### config.mk
export PLATFORM = sky130hd
export DESIGN_NAME = mst_err_irq
export DESIGN_NICKNAME = d
export VERILOG_FILES = /design/src/rtl/mst_err_pkg.sv /design/src/rtl/err_flag_bank.sv /design/src/rtl/err_capture.sv /design/src/rtl/irq_route.sv /design/src/rtl/mst_err_irq.sv
export SDC_FILE = /design/constraint.sdc
export NUM_CORES = 1
export LEC_CHECK = 0
export BUFFER_PORTS_ARGS = -buffer_cell sky130_fd_sc_hd__buf_2
export CAP_MARGIN = 20
export CORE_MARGIN = 3
export CORE_UTILIZATION = 50
export CTS_CLUSTER_DIAMETER = 30
export DETAILED_ROUTE_END_ITERATION = 8
export GPL_ROUTABILITY_DRIVEN = 0
export PLACE_DENSITY = 0.77
export SYNTH_ARGS = -nofsm -noshare
export SYNTH_HDL_FRONTEND = slang
export SYNTH_SLANG_ARGS = --single-unit
### constraint.sdc
create_clock -name clk -period 2.81 [get_ports clk]
set_input_delay 0.1405 -clock clk [delete_from_list [all_inputs] [get_ports clk]]
set_output_delay 0.1405 -clock clk [all_outputs]
set_load 0.01 [all_outputs]
### src/rtl/mst_err_pkg.sv
// Package: shared constants for the bus master error interrupt block.
// Assumes: exactly six error sources, in the fixed bit order of the brief.
package mst_err_pkg;
    localparam int NSRC     = 6;
    localparam int HELD_BIT = 8;

    typedef enum logic [2:0] {
        REG_EN    = 3'd0,
        REG_ROUTE = 3'd1,
        REG_PEND  = 3'd2,
        REG_RAW   = 3'd3,
        REG_CADDR = 3'd4,
        REG_CCMD  = 3'd5
    } reg_sel_e;
endpackage

### src/rtl/err_flag_bank.sv
// Module: a bank of sticky flags with write-one-to-clear.
// Assumes: set_i pulses are sampled every clock; a set beats a clear on the same bit.
module err_flag_bank #(
    parameter int N = 6
) (
    input  logic         clk,
    input  logic         rst_n,
    input  logic [N-1:0] set_i,
    input  logic         clr_we,
    input  logic [N-1:0] clr_mask,
    output logic [N-1:0] flags_o
);
    logic [N-1:0] clr_eff;

    // Purpose: gate the clear mask with the write strobe.
    always_comb clr_eff = clr_we ? clr_mask : '0;

    // Purpose: update the sticky flags; set has priority over clear.
    always_ff @(posedge clk) begin
        if (!rst_n) flags_o <= '0;
        else        flags_o <= (flags_o & ~clr_eff) | set_i;
    end

    for (genvar i = 0; i < N; i++) begin : g_chk
        assert_set_wins_R3: assert property (@(posedge clk) disable iff (!rst_n)
            set_i[i] |=> flags_o[i]);
    end

    assert_zero_write_R3: assert property (@(posedge clk) disable iff (!rst_n)
        (clr_we && clr_mask == '0 && set_i == '0) |=> $stable(flags_o));
endmodule

### src/rtl/err_capture.sv
// Module: holds the address and command of the cycle that raised an interrupt.
// Assumes: take_i is already qualified by the caller (enabled event while re-armed).
module err_capture #(
    parameter int ADDR_W = 32,
    parameter int CMD_W  = 4
) (
    input  logic              clk,
    input  logic              rst_n,
    input  logic              take_i,
    input  logic [ADDR_W-1:0] cyc_addr,
    input  logic [CMD_W-1:0]  cyc_cmd,
    output logic [ADDR_W-1:0] cap_addr,
    output logic [CMD_W-1:0]  cap_cmd
);
    // Purpose: load both capture fields when a take is requested.
    always_ff @(posedge clk) begin
        if (!rst_n) begin
            cap_addr <= '0;
            cap_cmd  <= '0;
        end else if (take_i) begin
            cap_addr <= cyc_addr;
            cap_cmd  <= cyc_cmd;
        end
    end

    assert_take_loads_R6: assert property (@(posedge clk) disable iff (!rst_n)
        take_i |=> (cap_addr == $past(cyc_addr) && cap_cmd == $past(cyc_cmd)));
    assert_idle_holds_R7: assert property (@(posedge clk) disable iff (!rst_n)
        !take_i |=> ($stable(cap_addr) && $stable(cap_cmd)));
endmodule

### src/rtl/irq_route.sv
// Module: merges enabled pending flags onto the maskable and non-maskable lines.
// Assumes: route bit 1 selects the non-maskable line; outputs are combinational levels.
module irq_route #(
    parameter int N = 6
) (
    input  logic [N-1:0] pend_i,
    input  logic [N-1:0] en_i,
    input  logic [N-1:0] route_i,
    output logic         irq_mask,
    output logic         irq_nmi
);
    logic [N-1:0] live;

    // Purpose: form the live set and OR it onto each line by its route.
    always_comb begin
        live     = pend_i & en_i;
        irq_mask = |(live & ~route_i);
        irq_nmi  = |(live & route_i);
    end
endmodule

### src/rtl/mst_err_irq.sv
// Module: top of the bus master error interrupt block: control registers,
//         raw and pending status, first-error capture and interrupt routing.
// Assumes: ADDR_W <= DATA_W, CMD_W <= HELD_BIT, DATA_W > HELD_BIT.
module mst_err_irq
    import mst_err_pkg::*;
#(
    parameter int ADDR_W = 32,
    parameter int CMD_W  = 4,
    parameter int DATA_W = 32
) (
    input  logic              clk,
    input  logic              rst_n,
    input  logic [NSRC-1:0]   err_evt,
    input  logic [ADDR_W-1:0] cyc_addr,
    input  logic [CMD_W-1:0]  cyc_cmd,
    input  logic              reg_we,
    input  logic [2:0]        reg_addr,
    input  logic [NSRC-1:0]   reg_wdata,
    output logic [DATA_W-1:0] reg_rdata,
    output logic              irq_mask,
    output logic              irq_nmi
);
    logic [NSRC-1:0]   en_q, route_q, pend_q, raw_q;
    logic [NSRC-1:0]   pend_set;
    logic [ADDR_W-1:0] cap_addr;
    logic [CMD_W-1:0]  cap_cmd;
    logic              held, hit, take;
    logic              wr_pend, wr_raw;

    // Purpose: decode write strobes and the capture qualification.
    always_comb begin
        wr_pend  = reg_we && (reg_addr == REG_PEND);
        wr_raw   = reg_we && (reg_addr == REG_RAW);
        pend_set = err_evt & en_q;
        hit      = |pend_set;
        held     = |(pend_q & en_q);
        take     = hit && !held;
    end

    // Purpose: hold the enable and routing control registers.
    always_ff @(posedge clk) begin
        if (!rst_n) begin
            en_q    <= '0;
            route_q <= '0;
        end else if (reg_we) begin
            if (reg_addr == REG_EN)    en_q    <= reg_wdata;
            if (reg_addr == REG_ROUTE) route_q <= reg_wdata;
        end
    end

    err_flag_bank #(.N(NSRC)) u_raw (
        .clk(clk), .rst_n(rst_n), .set_i(err_evt),
        .clr_we(wr_raw), .clr_mask(reg_wdata), .flags_o(raw_q)
    );

    err_flag_bank #(.N(NSRC)) u_pend (
        .clk(clk), .rst_n(rst_n), .set_i(pend_set),
        .clr_we(wr_pend), .clr_mask(reg_wdata), .flags_o(pend_q)
    );

    err_capture #(.ADDR_W(ADDR_W), .CMD_W(CMD_W)) u_cap (
        .clk(clk), .rst_n(rst_n), .take_i(take),
        .cyc_addr(cyc_addr), .cyc_cmd(cyc_cmd),
        .cap_addr(cap_addr), .cap_cmd(cap_cmd)
    );

    irq_route #(.N(NSRC)) u_route (
        .pend_i(pend_q), .en_i(en_q), .route_i(route_q),
        .irq_mask(irq_mask), .irq_nmi(irq_nmi)
    );

    // Purpose: combinational read mux over the register map.
    always_comb begin
        reg_rdata = '0;
        case (reg_addr)
            REG_EN:    reg_rdata[NSRC-1:0]  = en_q;
            REG_ROUTE: reg_rdata[NSRC-1:0]  = route_q;
            REG_PEND:  reg_rdata[NSRC-1:0]  = pend_q;
            REG_RAW:   reg_rdata[NSRC-1:0]  = raw_q;
            REG_CADDR: reg_rdata[ADDR_W-1:0] = cap_addr;
            REG_CCMD: begin
                reg_rdata[CMD_W-1:0] = cap_cmd;
                reg_rdata[HELD_BIT]  = held;
            end
            default:   reg_rdata = '0;
        endcase
    end

    for (genvar i = 0; i < NSRC; i++) begin : g_chk
        assert_no_unenabled_pend_R2: assert property (@(posedge clk) disable iff (!rst_n)
            (!pend_q[i] && !(err_evt[i] && en_q[i]) && !reg_we) |=> !pend_q[i]);
    end

    assert_frozen_while_held_R7: assert property (@(posedge clk) disable iff (!rst_n)
        held |=> $stable(cap_addr));
    assert_rearm_loads_R8: assert property (@(posedge clk) disable iff (!rst_n)
        (hit && !held) |=> (cap_addr == $past(cyc_addr)));
    assert_lines_quiet_R11: assert property (@(posedge clk) disable iff (!rst_n)
        (pend_q == '0 && !hit) |=> (!irq_mask && !irq_nmi));
endmodule

# [Word level (Yosys, flattened, before mapping)]
# Index checks and enable logic that the tools add are counted.
[op_classes] n_eq_ne=5 muxes=7 bitwise=11 reduce_logical=11
[op_table] cell="$and A6 B6 Y6" n=6
[op_table] cell="$pmux W4 S6" n=1
[op_table] cell="$reduce_or A6 Y1" n=4
[op_table] cell="$mux W23" n=1
[op_table] cell="$not A6 Y6" n=3
[op_table] cell="$mux W6" n=2
[op_table] cell="$or A6 B6 Y6" n=2
[op_table] cell="$pmux W2 S5" n=1
[op_table] cell="$eq A3 B2 Y1 const B" n=2
[op_table] cell="$eq A3 B3 Y1 const B" n=2
[op_table] cell="$reduce_and A2 Y1" n=2
[op_table] cell="$eq A3 B1 Y1 const B" n=1
[op_table] cell="$logic_and A1 B1 Y1" n=3
[op_table] cell="$logic_not A3 Y1" n=1
[op_table] cell="$mux W2" n=1
[op_table] cell="$pmux W1 S2" n=1
[op_table] cell="$logic_not A1 Y1" n=1
[word_totals] regBits=60 inputBits=54 output_inout_bits=34 word_cells=40

# [Logic depth before layout (Yosys ltp)]
# Gate-level depths: netlist (run 1).
[logic_depth] ltp_word=6 mapped_depth=6 ltp_nobuf=4

# [By module]
# From an unflattened synthesis (run 1), not the netlist that was laid out.
[unflattened] hier_cells=309 hier_area_um2=2972.9
[modules_own_cells] mod="err_capture" n_inst=1 cells_per_inst=115 area_each_um2=1388.8 seq_area_each_um2=720.7
[modules_own_cells] mod="mst_err_irq" n_inst=1 cells_per_inst=129 area_each_um2=1073.5 seq_area_each_um2=240.2
[modules_own_cells] mod="err_flag_bank" n_inst=2 cells_per_inst=24 area_each_um2=210.2 seq_area_each_um2=120.1
[modules_own_cells] mod="irq_route" n_inst=1 cells_per_inst=17 area_each_um2=90.1 seq_area_each_um2=0.0

# [Least setup slack after synthesis (run 1)]
# No wires, ideal clock.
[synth_timing] path_type="flip-flop to flip-flop" startpoint="register u_pend.flags_o[4]" endpoint="register u_cap.cap_addr[0]" setup_ns=0.072 arrival_time_ns=1.257 required_ns=2.738 path_slack_ns=1.482 path_stages_with_launch=7 n_path_buf=2 period_less_slack_ns=1.328 path_cell_list="dfxtp_1 -> a22oi_2 -> nand3_1 -> a31oi_1 -> buf_6 -> buf_12 -> mux2i_1"
[synth_via] elab_chain_len=4
[synth_lines] item="start, declared" line_no="err_flag_bank.sv:11" source="output logic [N-1:0] flags_o"
[synth_lines] item="start signal, assigned" line_no="err_flag_bank.sv:21" source="else flags_o <= (flags_o & ~clr_eff) | set_i;"
[synth_lines] item="$and A6 B6 Y6" line_no="mst_err_irq.sv:36" source="held = |(pend_q & en_q);"
[synth_lines] item="$reduce_or A6 Y1" line_no="mst_err_irq.sv:36"
[synth_lines] item="$logic_not A1 Y1" line_no="mst_err_irq.sv:37" source="take = hit && !held;"
[synth_lines] item="$logic_and A1 B1 Y1" line_no="mst_err_irq.sv:37"
[synth_lines] item="end signal, assigned" line_no="err_capture.sv:21" source="cap_addr <= cyc_addr;"
[synth_lines] item="end, declared" line_no="err_capture.sv:12" source="output logic [ADDR_W-1:0] cap_addr,"
# No other way between the ends.
# A chain may end at the register's enable or synchronous reset.

# [Worst setup path after layout (run 1)]
[layout_timing] startpoint="register en_q[4]" endpoint="register u_cap.cap_addr[18]"
[layout_via] elab_chain_len=4 elab_cells_between_ends=6 cone_classes="2 x bitwise; 4 x reduce/logical"
[layout_lines] item="start, declared" line_no="mst_err_irq.sv:23" source="logic [NSRC-1:0] en_q, route_q, pend_q, raw_q;"
[layout_lines] item="start signal, assigned" line_no="mst_err_irq.sv:46" source="if (reg_addr == REG_EN) en_q <= reg_wdata;"
[layout_lines] item="$and A6 B6 Y6" line_no="mst_err_irq.sv:36"
[layout_lines] item="$reduce_or A6 Y1" line_no="mst_err_irq.sv:36"
[layout_lines] item="$logic_not A1 Y1" line_no="mst_err_irq.sv:37"
[layout_lines] item="$logic_and A1 B1 Y1 *" line_no="mst_err_irq.sv:37"
# Mark *: on every way between the ends. The rest lies on a longest branch, timed or not.

==> results.sh, run 1 <==
export IMPL_hold_buffers=0
export IMPL_p_clk_share_pct=39.9
export IMPL_cts_buffers=9
export IMPL_switching_power_uw=447
export IMPL_post_synth_instance_area_mm2=0.00306
export IMPL_layout_setup_ws_ps=871
export IMPL_crit_path_max_fanout=15
export IMPL_fin_setup_tns_ps=0
export IMPL_final_cell_area_mm2=0.00366
export IMPL_pwr_density_cell_mw_per_mm2=507
export IMPL_detail_route_drc_violations=0
export IMPL_finalNetCount=470
export IMPL_first_pass_grt_wire_length_mm=12.0
export IMPL_groute_usage_overall_pct=21.1
export IMPL_antenna_diode_count=0
export IMPL_synth_flop_cell="dfxtp_1"
export IMPL_count_of_filler_cells_inserted_in_the_layout=494
export IMPL_kind_of_capture_point_of_the_worst_setup_path="flop"
export IMPL_netlist_top_cells_area="dfxtp_1 (39%), mux2i_1 (17%), nand2_1 (11%), and2_1 (5.1%), nor2b_1 (3.7%)"
export IMPL_total_half_perimeter_wirelength_after_legalization_and_detailed_placement_mm=5.15
export IMPL_run_status="finished, final reports clean"
export IMPL_rsz0062_at_grt="false"
export IMPL_power_share_combinational_pct=11.3
export IMPL_die_width_um=84.2
export IMPL_pre_cts_slack_ps=878
export IMPL_p_seq_share_pct=48.7
export IMPL_clk_transition_reported_paths_ps=60
export IMPL_min_period_over_period_pct=69.0
export IMPL_worstRegToRegCells=5
export IMPL_latest_clock_arrival_within_the_worst_skew_pair_ps=330
export IMPL_min_period_ps=1940
export IMPL_async_flop_share_pct=0
export IMPL_final_layout_size_suffix_gt1_share_pct=27.9
export IMPL_number_of_nets_still_failing_antenna_checks_after_routing=0
export IMPL_synthesis_nets=390
export IMPL_yosysMostFrequentCell="nand2_1"
export IMPL_design_core_area_mm2=0.00571
export IMPL_synth_top_cell_area_share_pct=39.3
export IMPL_path_cells="a22oi_2 > nand3_1 > a31oi_4 > buf_4 > mux2i_1"
export IMPL_critPathBufInv=1
export IMPL_fin_worst_skew_ps=6.41
export IMPL_worst_slew_pin_transition_ps=741
export IMPL_first_global_vias=2605
export IMPL_port_buffers=87
export IMPL_hold_violations_final=0
export IMPL_slew_headroom_pct=50.6
export IMPL_floorplan_rows=27
export IMPL_post_cts_resized=0
export IMPL_critical_path_top_delay_family="compound AO/OA/AOI/OAI gates"
export IMPL_yosys_warnings=0
export IMPL_drt_iter0_markers=161
export IMPL_htree_num_levels=3
export IMPL_timing_setup_critical_path_class="reg2reg"
export IMPL_die_h_um=84.2
export IMPL_wirelength_mm=7.22
export IMPL_worstHoldPathType="in2reg"
export IMPL_clock_sink_count=60
export IMPL_synth_edff_count=0
export IMPL_synth_seq_area_share_pct=39.3
export IMPL_starting_utilization_of_the_core_area_pct=53.5
export IMPL_design_portCount=88
export IMPL_final_max_slew_viol_count=0
export IMPL_power_static_leakage_nw=1.52
export IMPL_dr_total_vias=2630
export IMPL_detailedRoute_firstPassIterationCount=4
export IMPL_post_drt_wl_per_cell_um=14.7
export IMPL_cts_tree="yes"
export IMPL_min_delay_path_depth=3
export IMPL_max_clock_freq_ghz=0.516
export IMPL_pin_count_of_the_biggest_net_entering_global_routing=53
export IMPL_die_area_mm2=0.00709
export IMPL_drv_cap=0
export IMPL_postCtsSetupBuffers=0
export IMPL_cp_start_kind="flop"
export IMPL_switching_share_of_total_power_pct=24.0
export IMPL_worstPathArrival_ps=2200
export IMPL_via_per_inst=5.35
export IMPL_setup_viol_count_final=0
export IMPL_layout_area_overhead_vs_synth_pct=19.9
export IMPL_dpl_instance_area_mm2=0.00348
export IMPL_critPathRequiredTime_ps=3070
export IMPL_ys_ff_latch=60
export IMPL_worst_path_stages=5
export IMPL_post_synth_inst_count=336
export IMPL_antenna_found_initial=0
export IMPL_synth_cell_type_count=42
export IMPL_synth_commonest_cells="nand2_1 (89), dfxtp_1 (60), mux2i_1 (51), and2_1 (25), nor2b_1 (18)"
export IMPL_cpPeakStageDelay_ps=500
export IMPL_clockRootBuffer="clkbuf_8"
export IMPL_synth_avg_cell_area_um2=9.10
export IMPL_synthDominantAreaCellType="dfxtp_1"
export IMPL_critical_path_slowest_cell="a31oi_4"
export IMPL_maximum_vdd_drop_mv=0.284
export IMPL_cts_path_max_buffers=2
export IMPL_power_internal_mw=1.41
export IMPL_grt_overflow_total=0
metrics by stage:
stage,instances,hold WS [ps],total power [mW],util [%]
4_1_cts,492,37.9,1.87,64.2
5_1_grt,492,38.7,1.94,64.2
2_1_floorplan,336,264,1.07,-
3_5_place_dp,477,391,1.14,61.0
3_3_place_gp,477,389,1.13,61.0
6_report,492,46.8,1.86,64.2
registers in the layout, summed over array words and instances, names as in the netlist:
| signal | count |
|---|---|
| u_pend.flags_o | 6 |
| u_cap.cap_addr | 32 |
| en_q | 6 |
| route_q | 6 |
| u_raw.flags_o | 6 |
| u_cap.cap_cmd | 4 |
metal layers:
metal,GRT usage (%),up-vias,routed length [um]
met5,0,-,0
met4,9.36,0,122
met1,26.4,1225,3160
met3,6.48,11,528
met2,33.4,81,3410
li1,-,1313,-
cells by family after synthesis:
family | share of synthesized area [%]
flip-flops | 39.3
AND/OR/NAND/NOR | 24.6
AO/OA/AOI/OAI | 11.2
multiplexers | 19.3
buffers and inverters | 5.69
placed cells by master, fill, tap and decap left out, types with 2 or more instances in the layout:
cell type / instances
nand3_1: 3
and3_1: 3
clkbuf_1: 3
dfxtp_1: 60
nand4_1: 2
o21a_1: 6
a22oi_1: 10
buf_2: 87
a221oi_1: 2
a21boi_1: 6
a22oi_2: 3
o22ai_1: 2
mux4_2: 3
and2_1: 25
clkinv_1: 2
a31oi_1: 4
buf_4: 3
nor2b_1: 18
nor2_1: 2
nand2_1: 89
mux2i_1: 51
clkbuf_8: 10
o21ai_1: 4
layout make-up:
class / instances / area [um^2] / share of cell area, %
Multi-Input combinational cell: 250 / 1700 / 46.3
Clock inverter: 2 / 35.0 / 0.956
Clock buffer: 13 / 149 / 4.06
Sequential cell: 60 / 1200 / 32.8
Inverter: 4 / 15.0 / 0.410
Timing Repair Buffer: 91 / 478 / 13.0
Tap cell: 72 / 90.1 / 2.46
worst register-to-register path, cell delays in order (launching register included):
cell and delay, ps:
dfxtp_1 380, a22oi_2 230, nand3_1 150, a31oi_4 500
buf_4 390, mux2i_1 220
power by group through the flow:
stage	clock (mW)	combinational (mW)	sequential (mW)
floorplan	0	0.150	0.917
global placement	0	0.208	0.923
detailed placement	0	0.212	0.924
CTS	0.752	0.213	0.906
global route	0.793	0.234	0.909
finish	0.743	0.211	0.906
worst paths after layout:
check | startpoint | slack, ps | end
worst max-delay path | en_q[4] | 870 | u_cap.cap_addr[18]
worst min-delay path | cyc_addr[29] | 50 | u_cap.cap_addr[29]
worst max register to register | en_q[4] | 870 | u_cap.cap_addr[18]
worst min register to register | u_cap.cap_addr[6] | 450 | u_cap.cap_addr[6]
Note: power is estimated with default switching activity, not from simulation.
==> run 2: changes to the inputs <==
==> constraint.sdc (replaced) <==
create_clock -name clk -period 1.9 [get_ports clk]
set_input_delay 0.095 -clock clk [delete_from_list [all_inputs] [get_ports clk]]
set_output_delay 0.095 -clock clk [all_outputs]
set_load 0.01 [all_outputs]
==> run 2 against run 1 <==
Wire length rose by 6.0%. Sequential power increased by 48%. Global-route usage increased by 0.72 points. Non-clock buffer count grew 15. Critical endpoint is now reg_rdata[1]. Largest cell class unchanged.
==> results.sh, run 2 (same netlist as run 1, synthesis figures left out) <==
export IMPL_min_period_over_period_pct=87.3
export IMPL_slew_headroom_pct=52.4
export IMPL_final_common_cell="nand2_1"
export IMPL_fin_setup_tns_ps=0
export IMPL_run_status="finished, final reports clean"
export IMPL_post_drt_wl_per_cell_um=15.1
export IMPL_p_clk_share_pct=39.2
export IMPL_switching_power_uw=680
export IMPL_floorplan_rows=27
export IMPL_clk_transition_reported_paths_ps=60
export IMPL_groute_usage_overall_pct=21.8
export IMPL_clock_sink_count=60
export IMPL_port_buffers=87
export IMPL_kind_of_capture_point_of_the_worst_setup_path="output pin"
export IMPL_cts_buffers=9
export IMPL_design_portCount=88
export IMPL_critPathRequiredTime_ps=1800
export IMPL_htree_num_levels=3
export IMPL_timing_setup_critical_path_class="reg2out"
export IMPL_clockRootBuffer="clkbuf_8"
export IMPL_grt_met1_usage_pct=27.5
export IMPL_first_global_vias=2629
export IMPL_die_width_um=84.2
export IMPL_rsz0062_at_grt="false"
export IMPL_wirelength_mm=7.65
export IMPL_power_static_leakage_nw=1.60
export IMPL_hold_violations_final=0
export IMPL_drv_cap=0
export IMPL_antenna_found_initial=0
export IMPL_fin_worst_skew_ps=8.03
export IMPL_largest_register="u_cap.cap_addr"
export IMPL_worst_hold_slack_after_final_layout_ps=5.25
export IMPL_cpPeakStageDelay_ps=440
export IMPL_power_share_combinational_pct=12.3
export IMPL_min_period_ps=1660
export IMPL_pin_count_of_the_biggest_net_entering_global_routing=78
export IMPL_worst_slew_pin_transition_ps=711
export IMPL_pwr_density_cell_mw_per_mm2=722
export IMPL_globalRouteMet3Util_pct=5.30
export IMPL_die_h_um=84.2
export IMPL_power_internal_mw=2.09
export IMPL_design_core_area_mm2=0.00571
export IMPL_grt_overflow_total=0
export IMPL_gr_layer_usage_met2_pct=34.3
export IMPL_cp_start_kind="flop"
export IMPL_final_layout_size_suffix_gt1_share_pct=27.4
export IMPL_die_area_mm2=0.00709
export IMPL_layout_common_cells="nand2_1 (89), buf_2 (87), dfxtp_1 (60)"
export IMPL_via_per_inst=5.31
export IMPL_dr_total_vias=2693
export IMPL_finalNetCount=485
export IMPL_max_clock_freq_ghz=0.603
export IMPL_switching_share_of_total_power_pct=24.6
export IMPL_post_layout_total_power_mw=2.77
export IMPL_maximum_vdd_drop_mv=0.465
export IMPL_detailedRoute_firstPassIterationCount=4
export IMPL_final_max_slew_viol_count=0
export IMPL_starting_utilization_of_the_core_area_pct=53.5
export IMPL_path_cells="nor3b_1 > a31oi_1 > o22a_1 > o31ai_1 > buf_2"
export IMPL_largest_reg_flops=32
export IMPL_p_seq_share_pct=48.5
export IMPL_latest_clock_arrival_within_the_worst_skew_pair_ps=340
export IMPL_first_pass_grt_wire_length_mm=12.4
export IMPL_layout_area_overhead_vs_synth_pct=25.3
export IMPL_worstPathArrival_ps=1560
export IMPL_grt_busiest_layer="met2"
export IMPL_total_half_perimeter_wirelength_after_legalization_and_detailed_placement_mm=5.11
export IMPL_drt_iter0_markers=180
export IMPL_crit_path_max_fanout=7
export IMPL_count_of_filler_cells_inserted_in_the_layout=459
export IMPL_antenna_diode_count=0
export IMPL_worstHoldPathType="in2reg"
export IMPL_critical_path_slowest_cell="dfxtp_1"
export IMPL_setup_viol_count_final=0
export IMPL_detail_route_drc_violations=0
export IMPL_cts_path_max_buffers=2
export IMPL_number_of_nets_still_failing_antenna_checks_after_routing=0
export IMPL_cts_tree="yes"
export IMPL_post_cts_resized=0
-- run 2: final timing paths --
kind,cells past startpoint,end,startpoint,slack (ps)
max,5,reg_rdata[1],en_q[1],240
min reg2reg,2,u_cap.cap_addr[21],u_cap.cap_addr[21],450
min,3,u_cap.cap_addr[0],cyc_addr[0],5
max reg2reg,5,u_cap.cap_cmd[3],en_q[0],330
-- run 2: timing repair --
item / in CTS / in global routing
setup buffers: 0 / 0
hold buffers: 14 / 1
endpoints found under the hold margin: 14 / 1
-- run 2: through the flow --
step	area (um^2)	instances	util [%]	worst slack [ps]
2_1_floorplan	3060	336	-	572
3_3_place_gp	3490	477	61.2	440
3_5_place_dp	3490	477	61.2	393
4_1_cts	3820	506	66.9	244
5_1_grt	3830	507	67.1	160
6_report	3830	507	67.1	241
-- run 2: power by group through the flow --
stage | Clock (mW) | Combinational (mW) | Sequential [mW]
2_1_floorplan | 0 | 0.222 | 1.36
3_3_place_gp | 0 | 0.309 | 1.37
3_5_place_dp | 0 | 0.314 | 1.37
4_1_cts | 1.10 | 0.338 | 1.34
5_1_grt | 1.16 | 0.372 | 1.35
6_report | 1.08 | 0.341 | 1.34
-- run 2: routing by layer --
layer,wire (um),part of all wire [%],up-vias
li1,-,-,1339
met1,3350,44,1244
met2,3520,46,92
met3,558,7.3,18
met4,226,3.0,0
met5,0,0,-
-- run 2: final cells by class --
cell class	count	area [um^2]	share of cell area, %
Multi-Input combinational cell	250	1700	44.3
Sequential cell	60	1200	31.4
Timing Repair Buffer	106	641	16.7
Clock buffer	14	183	4.77
Tap cell	72	90.1	2.35
Inverter	4	15.0	0.392
Clock inverter	1	5.00	0.131
-- run 2: worst max-delay path: cells and delay by family, from the launching register on --
kind / cells / cell delay (ps)
compound gates: 3 / 370
buf+inv: 1 / 180
flops: 1 / 440
simple gates: 1 / 240
